$ cat src/rtl/oc_rl_pkg.sv
package oc_rl_pkg;
  typedef struct packed {
    logic load;
    logic host;
    logic chg;
  } clr_src_t;

  function automatic logic any_src(input clr_src_t s);
    return s.load | s.host | s.chg;
  endfunction
endpackage

$ cat src/rtl/oc_rl_count.sv
module oc_rl_count #(
  parameter int N_CH  = 3,
  parameter int CNT_W = 4,
  parameter int DLY_W = 8
) (
  input  logic             clk,
  input  logic             rst,
  input  logic [N_CH-1:0]  trip_i,
  input  logic             clr_i,
  input  logic             hold_i,
  input  logic             ch_clear_i,
  input  logic             tick_i,
  input  logic [DLY_W-1:0] dec_delay_i,
  output logic [CNT_W-1:0] cnt_o
);
  localparam int SUM_W = CNT_W + $clog2(N_CH + 1);
  localparam logic [CNT_W-1:0] CNT_MAX = '1;

  logic [CNT_W-1:0] cnt_q, cnt_sat;
  logic [DLY_W-1:0] tmr_q;
  logic [SUM_W-1:0] sum_w;
  logic [DLY_W:0]   tmr_next;
  logic             trip_any, decay_arm, expire;

  always_comb begin
    trip_any  = |trip_i;
    sum_w     = SUM_W'(cnt_q) + SUM_W'($countones(trip_i));
    cnt_sat   = (sum_w > SUM_W'(CNT_MAX)) ? CNT_MAX : sum_w[CNT_W-1:0];
    decay_arm = ch_clear_i && !hold_i && (cnt_q != '0) && !trip_any;
    tmr_next  = {1'b0, tmr_q} + 1'b1;
    expire    = decay_arm && tick_i && (tmr_next >= {1'b0, dec_delay_i});
  end

  always_ff @(posedge clk) begin
    if (rst) begin
      cnt_q <= '0;
      tmr_q <= '0;
    end else if (clr_i) begin
      cnt_q <= '0;
      tmr_q <= '0;
    end else if (trip_any) begin
      cnt_q <= cnt_sat;
      tmr_q <= '0;
    end else if (!decay_arm) begin
      tmr_q <= '0;
    end else if (expire) begin
      cnt_q <= cnt_q - 1'b1;
      tmr_q <= '0;
    end else if (tick_i) begin
      tmr_q <= tmr_next[DLY_W-1:0];
    end
  end

  assign cnt_o = cnt_q;

  assert_no_wrap_R2: assert property (@(posedge clk) disable iff (rst)
    (cnt_q == CNT_MAX && trip_any && !clr_i) |=> cnt_q == CNT_MAX);
  assert_inc_wins_R8: assert property (@(posedge clk) disable iff (rst)
    (trip_any && !clr_i) |=> (cnt_q > $past(cnt_q)) || ($past(cnt_q) == CNT_MAX));
  assert_one_step_R6: assert property (@(posedge clk) disable iff (rst)
    (!trip_any && !clr_i) |=> (cnt_q == $past(cnt_q)) || (cnt_q == $past(cnt_q) - 1'b1));
  assert_zero_on_clear_R9: assert property (@(posedge clk) disable iff (rst)
    clr_i |=> cnt_q == '0);
endmodule

$ cat src/rtl/oc_rl_recover.sv
module oc_rl_recover #(
  parameter int CUR_W = 16,
  parameter int RCV_W = 8
) (
  input  logic                    clk,
  input  logic                    rst,
  input  logic                    arm_i,
  input  logic                    tick_i,
  input  logic signed [CUR_W-1:0] cur_i,
  input  logic signed [CUR_W-1:0] thr_i,
  input  logic [RCV_W-1:0]        rcv_time_i,
  output logic                    done_o
);
  logic [RCV_W-1:0] run_q;
  logic [RCV_W:0]   run_next;
  logic             qual;

  always_comb begin
    qual     = arm_i && (cur_i > thr_i);
    run_next = {1'b0, run_q} + 1'b1;
    done_o   = qual && tick_i && (run_next >= {1'b0, rcv_time_i});
  end

  always_ff @(posedge clk) begin
    if (rst || !qual || done_o) run_q <= '0;
    else if (tick_i)            run_q <= run_next[RCV_W-1:0];
  end

  assert_run_needs_qual_R11: assert property (@(posedge clk) disable iff (rst)
    (run_q != '0) |-> $past(qual));
endmodule

$ cat src/rtl/oc_rl_latch.sv
module oc_rl_latch
  import oc_rl_pkg::*;
#(
  parameter int CNT_W = 4
) (
  input  logic             clk,
  input  logic             rst,
  input  logic [CNT_W-1:0] cnt_i,
  input  logic [CNT_W-1:0] limit_i,
  input  clr_src_t         src_i,
  input  logic             fet_auto_i,
  input  logic             ch_clear_i,
  output logic             clr_o,
  output logic             latch_o,
  output logic             fet_off_o
);
  logic latch_q, latch_d, fet_q, set_w;

  always_comb begin
    clr_o   = latch_q && any_src(src_i);
    set_w   = !latch_q && (cnt_i != '0) && (cnt_i >= limit_i);
    latch_d = clr_o ? 1'b0 : (set_w ? 1'b1 : latch_q);
  end

  always_ff @(posedge clk) begin
    if (rst) begin
      latch_q <= 1'b0;
      fet_q   <= 1'b0;
    end else begin
      latch_q <= latch_d;
      if (latch_d && fet_auto_i)       fet_q <= 1'b1;
      else if (!latch_d && ch_clear_i) fet_q <= 1'b0;
    end
  end

  assign latch_o   = latch_q;
  assign fet_off_o = fet_q;

  assert_latch_on_limit_R4: assert property (@(posedge clk) disable iff (rst)
    (!latch_q && cnt_i != '0 && cnt_i >= limit_i) |=> latch_q);
  assert_fet_with_latch_R5: assert property (@(posedge clk) disable iff (rst)
    ($rose(latch_q) && $past(fet_auto_i)) |-> fet_q);
  assert_fet_held_R12: assert property (@(posedge clk) disable iff (rst)
    (fet_q && !ch_clear_i) |=> fet_q);
  assert_idle_sources_R13: assert property (@(posedge clk) disable iff (rst)
    !latch_q |-> !clr_o);
endmodule

$ cat src/rtl/oc_repeat_latch.sv
module oc_repeat_latch
  import oc_rl_pkg::*;
#(
  parameter int N_CH  = 3,
  parameter int CNT_W = 4,
  parameter int DLY_W = 8,
  parameter int CUR_W = 16,
  parameter int RCV_W = 8
) (
  input  logic                    clk,
  input  logic                    rst,
  input  logic [N_CH-1:0]         trip_i,
  input  logic                    ch_clear_i,
  input  logic [CNT_W-1:0]        limit_i,
  input  logic [DLY_W-1:0]        dec_delay_i,
  input  logic                    tick_i,
  input  logic                    fet_auto_i,
  input  logic                    load_gone_i,
  input  logic signed [CUR_W-1:0] cur_i,
  input  logic signed [CUR_W-1:0] rcv_thresh_i,
  input  logic [RCV_W-1:0]        rcv_time_i,
  input  logic                    chg_rcv_en_i,
  input  logic                    chg_fet_on_i,
  input  logic                    host_rcv_i,
  output logic                    alert_o,
  output logic                    latch_o,
  output logic                    fet_off_o
);
  logic [CNT_W-1:0] cnt;
  logic             clr, chg_done, latched;
  clr_src_t         src;

  assign src = '{load: load_gone_i, host: host_rcv_i, chg: chg_done};

  oc_rl_count #(.N_CH(N_CH), .CNT_W(CNT_W), .DLY_W(DLY_W)) u_count (
    .clk(clk), .rst(rst), .trip_i(trip_i), .clr_i(clr), .hold_i(latched),
    .ch_clear_i(ch_clear_i), .tick_i(tick_i), .dec_delay_i(dec_delay_i),
    .cnt_o(cnt)
  );

  oc_rl_recover #(.CUR_W(CUR_W), .RCV_W(RCV_W)) u_recover (
    .clk(clk), .rst(rst),
    .arm_i(latched && chg_rcv_en_i && chg_fet_on_i),
    .tick_i(tick_i), .cur_i(cur_i), .thr_i(rcv_thresh_i),
    .rcv_time_i(rcv_time_i), .done_o(chg_done)
  );

  oc_rl_latch #(.CNT_W(CNT_W)) u_latch (
    .clk(clk), .rst(rst), .cnt_i(cnt), .limit_i(limit_i), .src_i(src),
    .fet_auto_i(fet_auto_i), .ch_clear_i(ch_clear_i), .clr_o(clr),
    .latch_o(latched), .fet_off_o(fet_off_o)
  );

  assign latch_o = latched;
  assign alert_o = (cnt != '0) && !latched;
endmodule

$ cat config.mk
export PLATFORM = sky130hd
export DESIGN_NAME = oc_repeat_latch
export DESIGN_NICKNAME = d
export VERILOG_FILES = /design/src/rtl/oc_rl_pkg.sv /design/src/rtl/oc_rl_count.sv /design/src/rtl/oc_rl_recover.sv /design/src/rtl/oc_rl_latch.sv /design/src/rtl/oc_repeat_latch.sv
export SDC_FILE = /design/constraint.sdc
export NUM_CORES = 1
export LEC_CHECK = 0
export CAP_MARGIN = 40
export CORE_ASPECT_RATIO = 0.6
export CORE_MARGIN = 5
export CORE_UTILIZATION = 48
export CTS_CLUSTER_SIZE = 12
export DETAILED_ROUTE_END_ITERATION = 8
export PLACE_DENSITY_LB_ADDON = 0.25
export SYNTH_ARGS = -nofsm -noshare
export SYNTH_HDL_FRONTEND = slang
export SYNTH_SLANG_ARGS = --single-unit
$ cat constraint.sdc
create_clock -name clk -period 4.17 [get_ports clk]
set_clock_uncertainty 0.05 [all_clocks]
set_input_delay 1.251 -clock clk [delete_from_list [all_inputs] [get_ports clk]]
set_output_delay 1.251 -clock clk [all_outputs]
set_load 0.1 [all_outputs]
Word-level counts from Yosys, hierarchy flattened
Index checks and enable logic that the tools add are counted.

Register bits: 22.

$add $sub $neg: 6. Order comparisons: 5. Muxes and demuxes: 8. Bitwise logic cells: 3. Reductions and logical operators: 29.

Operator list (number): $add A8 B1 Y9 const B (2); $ge A9 B8 Y1 (2); $gt A16 B16 Y1 (1); $mux W4 (4); $logic_and A1 B1 Y1 (15); $reduce_or A7 Y1 (1); $add A4 B6 Y6 (1); $add A6 B1 Y6 (1); $gt A6 B4 Y1 const B (1); $reduce_bool A2 Y1 (3); $ge A4 B4 Y1 (1); $logic_not A1 Y1 (4); $mux W1 (4); $reduce_bool A4 Y1 (1); $sub A4 B1 Y4 const B (1); $reduce_or A3 Y1 (1); $add A1 B1 Y2 (1); $logic_or A1 B1 Y1 (2); $or A1 B1 Y1 (2); $reduce_and A2 Y1 (1); $reduce_or A2 Y1 (1); $not A1 Y1 (1).

Logic depth before layout (Yosys ltp)
Depth in word-level cells: 12. Gate-level depth with buffers: 11. Gate-level depth less buffers: 11.

Cells and area by module
Synthesis repeated with hierarchy kept, for this count alone.

Cell total of the unflattened synthesis: 316. Area total of the unflattened synthesis: 2522.4 um2.

By module, submodules not included: oc_rl_recover (times used 1, cells each 148, area each 1192.4 um2); oc_rl_count (times used 1, cells each 141, area each 1109.8 um2); oc_rl_latch (times used 1, cells each 24, area each 203.9 um2); oc_repeat_latch (times used 1, cells each 3, area each 16.3 um2).

Worst setup path before layout
Ideal clock, no wire load.

Path type: flip-flop to output port. Start point: reg u_latch.latch_q, in the netlist u_latch.latch_o. End point: out alert_o. Data arrival time: 2390 ps. Setup slack: 479 ps. Cell stages (with the launch flop): 2. Buffers on the path: 0. Cell sequence: dfxtp_1 a21oi_1.

Longest elaborated chain between the ends: 2.

RTL lines: start: declaration (RTL line oc_rl_latch.sv:17) `logic latch_q, latch_d, fet_q, set_w;`; start signal: assignment (RTL line oc_rl_latch.sv:30) `latch_q <= latch_d;`; $logic_not A1 Y1 (RTL line oc_repeat_latch.sv:55) `assign alert_o = (cnt != '0) && !latched;`; $logic_and A1 B1 Y1 (RTL line oc_repeat_latch.sv:55); end: declaration (RTL line oc_repeat_latch.sv:25) `output logic alert_o,`.

Every way passes these cells.

Final worst setup path
Start point: in rcv_thresh_i[2]. End point: reg u_recover.run_q[4].

Longest elaborated chain between the ends: 5.

RTL lines: start: declaration (RTL line oc_repeat_latch.sv:20) `input logic signed [CUR_W-1:0] rcv_thresh_i,`; $gt A16 B16 Y1 * (RTL line oc_rl_recover.sv:19) `qual = arm_i && (cur_i > thr_i);`; $logic_and A1 B1 Y1 * (RTL line oc_rl_recover.sv:19); $logic_not A1 Y1 / $logic_and A1 B1 Y1 (equally long branches) (RTL line oc_rl_recover.sv:25, oc_rl_recover.sv:21); $logic_or A1 B1 Y1 / $logic_and A1 B1 Y1 (equally long branches) (RTL line oc_rl_recover.sv:25, oc_rl_recover.sv:21); $logic_or A1 B1 Y1 * (RTL line oc_rl_recover.sv:25) `if (rst || !qual || done_o) run_q <= '0;`; end signal: assignment (RTL line oc_rl_recover.sv:26) `else if (tick_i) run_q <= run_next[RCV_W-1:0];`; end: declaration (RTL line oc_rl_recover.sv:14) `logic [RCV_W-1:0] run_q;`.

Every way passes the cells marked *; elsewhere a longest branch is shown, timed or not. A chain may end at the register's enable or synchronous reset.

==> results by group <==
Run status
  • Outcome: finished, final reports clean

Setup path
  • Worst Setup End Kind: flip-flop
  • Worst Path Arrival: 3.97 ns
  • Crit path cell chain: clkdlybuf4s50_1 -> inv_1 -> ha_1 -> a21o_1 -> a221o_1 -> a21oi_1 -> a21oi_1 -> or3_4 -> or3b_1 -> nor2_2
  • Most frequent CP cell: a21oi_1
  • CP peak stage delay: 0.54 ns
  • Worst path required time: 4.32 ns
  • Crit path kind: in2reg
  • Critical Path Fanout Max: 8
  • Critical path's top delay family: simple AND/OR/NAND/NOR gates
  • CP Launch Type: input pin
  • Worst path slowest cell: or3b_1
  • Critical path buffer and inverter count: 2
  • FF-to-FF setup slack: 1.19 ns

Synth
  • Post-Syn Area: 2240 µm²
  • Most common cell in the netlist: inv_1
  • Syn Nets: 382
  • Area leader, netlist: ha_1
  • Synth area leaders: ha_1, dfxtp_1, xor2_1, inv_1, a21o_1
  • Main synth FF type: dfxtp_1
  • Distinct cells, synth: 46
  • Yosys Warn Count: 0
  • Sequential area share after synthesis: 19.6%
  • Mean Syn Cell Area: 8.19 µm²
  • Top post-synthesis cells by count: inv_1, ha_1, dfxtp_1
  • Number of enable flip-flop cells after synthesis: 0
  • Synth Register Bits: 22
  • Async S/R FF share, synth: 0%
  • Post-synthesis instance total: 274
  • Top cell type's share of synthesized area: 23.4%

GRT
  • Vias in the first global route: 2021
  • First-pass GRT wire length: 9130 µm
  • Grt total ovfl: 0
  • Initial antenna violation count: 0
  • Largest net degree at the start of global routing: 19
  • GRT Overall Usage: 17.6%

Floorplan
  • DIE WIDTH: 98.3 µm
  • Initial Util: 49.4%
  • Die Y: 63.0 µm
  • Core ar.: 4540 µm²
  • Total Die Area: 6190 µm²
  • Row cnt: 19
  • I/O Pins: 67

Clock tree
  • Clk root buf: clkbuf_8
  • CTS clock-pin slew for the worst setup and hold paths: 0.08 ns
  • CTS tree: built
  • Num CTS Buffers: 3
  • Hold Buf Count CTS: 0
  • Max clock buf depth: 2
  • Clock Latency Late Sink: 0.26 ns
  • Post-cts resize count: 0
  • Clock Sinks: 22
  • H-tree depth: 1
  • Post-CTS Setup Bufs: 0

STA
  • Setup Viol. Count Final: 0
  • Worst-Margin Slew: 0.590 ns
  • Final worst path period share: 91.6%
  • Setup TNS: 0 ns
  • Max-slew headroom: 60.2%
  • Slew Viols, Final: 0
  • Final Hold Vio Count: 0
  • Final WS setup: 0.351 ns
  • Fmax: 0.262 GHz
  • Min Tclk post-route: 3.82 ns
  • RSZ-0062 raised after global routing: no

Cells and area
  • ANT cells: 0
  • Layout cells sized above 1: 6.67%
  • Layout area overhead: 37.2%
  • Multi-input logic area: 1620 µm²
  • Nets@finish: 454
  • Register area: 440 µm²
  • Fill cells: 365

Detailed routing
  • Detailed Routing Iterations Pass 1: 4
  • Iter 0 DRT Violations: 92
  • Via count: 2072
  • Detailed Route WL: 5330 µm
  • # DRC: 0
  • Wirelength per Cell: 13.1 µm
  • Final ANT Viol Nets: 0
  • Vias/cell: 5.08

Pwr
  • Total chip power: 0.000720 W
  • P_leak: 1.53 nW
  • PD cells: 234 nW/µm²
  • VDD IR max: 199 µV

Placement
  • Place WS: 0.0913 ns
  • Port bufs: 66
  • Post-DP HPWL: 4590 µm
  • Placer Congestion: 0.763

Worst hold path
  • Hold crit path type: reg2reg

Run
  • Max-cap violation count: 0
cells in the final DEF, fill, tap and decap left out, drive strengths merged, types with 3 or more instances in the layout:
cell type / synthesis / layout
dfxtp: 22 / 22
a21o: 9 / 9
nand3: 10 / 10
o211ai: 3 / 3
ha: 42 / 42
buf: 1 / 5
and3: 7 / 7
nand4: 5 / 5
xnor2: 5 / 5
nand2: 16 / 16
nor2: 22 / 22
xor2: 21 / 21
mux2i: 3 / 3
a21oi: 13 / 13
nor2b: 4 / 4
clkdlybuf4s50: 0 / 65
clkbuf: 2 / 3
nand2b: 3 / 3
o21ai: 8 / 8
o21a: 3 / 3
inv: 43 / 43
stage by stage:
stage / hold slack, ns / instances / util (%) / instance area, µm²
3_3_place_gp: 0.462 / 402 / 65.6 / 2980
3_5_place_dp: 0.473 / 404 / 66.2 / 3010
5_1_grt: 0.551 / 408 / 67.8 / 3080
2_1_floorplan: 0.438 / 274 / - / 2240
4_1_cts: 0.489 / 408 / 67.8 / 3080
6_report: 0.493 / 408 / 67.8 / 3080
final timing paths:
check	startpoint	to	cells past startpoint
setup / recovery	rcv_thresh_i[2]	u_recover.run_q[4]	10
setup reg to reg	u_count.tmr_q[0]	u_count.cnt_o[3]	11
hold / removal	u_recover.run_q[1]	u_recover.run_q[1]	2
hold reg to reg	u_recover.run_q[1]	u_recover.run_q[1]	2
per-layer routing:
metal	global-route usage, %	part of all wire (%)	up-vias
met5	0	0	-
met4	1.87	0.77	0
met3	4.24	6.0	6
met2	26.5	43	58
met1	26.2	50	920
li1	-	-	1088
tightest hold or removal path, stage by stage, from the launching register on:
cell and delay [ns]:
dfxtp_1 0.35, mux2i_1 0.08, nor2_2 0.07
cells by family after synthesis:
family / count (synthesis) / share of synthesized area, %
fa+ha+maj: 44 / 25.2
buf+inv: 46 / 8.03
simple gates: 79 / 19.0
mux: 3 / 1.34
xor+xnor: 26 / 10.1
compound gates: 54 / 16.7
flops: 22 / 19.6
state kept, by name, indices dropped and copies added, names as in the netlist:
name	flops
u_count.cnt_o	4
u_count.tmr_q	8
u_latch.fet_off_o	1
u_latch.latch_o	1
u_recover.run_q	8
cell type report:
type | count | share of cell area, %
Tap cell | 63 | 2.56
Clock inverter | 1 | 0.975
Multi-Input combinational cell | 206 | 52.7
Inverter | 43 | 5.24
Clock buffer | 3 | 1.34
Timing Repair Buffer | 70 | 22.8
Sequential cell | 22 | 14.3
where the power goes:
group	internal, W	total (W)	switching, W	leakage (nW)
registers	0.000221	0.000236	0.0000153	0.178
logic	0.000137	0.000289	0.000152	1.32
clock network	0.000128	0.000195	0.0000673	0.0357
Note: power is estimated with default switching activity, not from simulation.
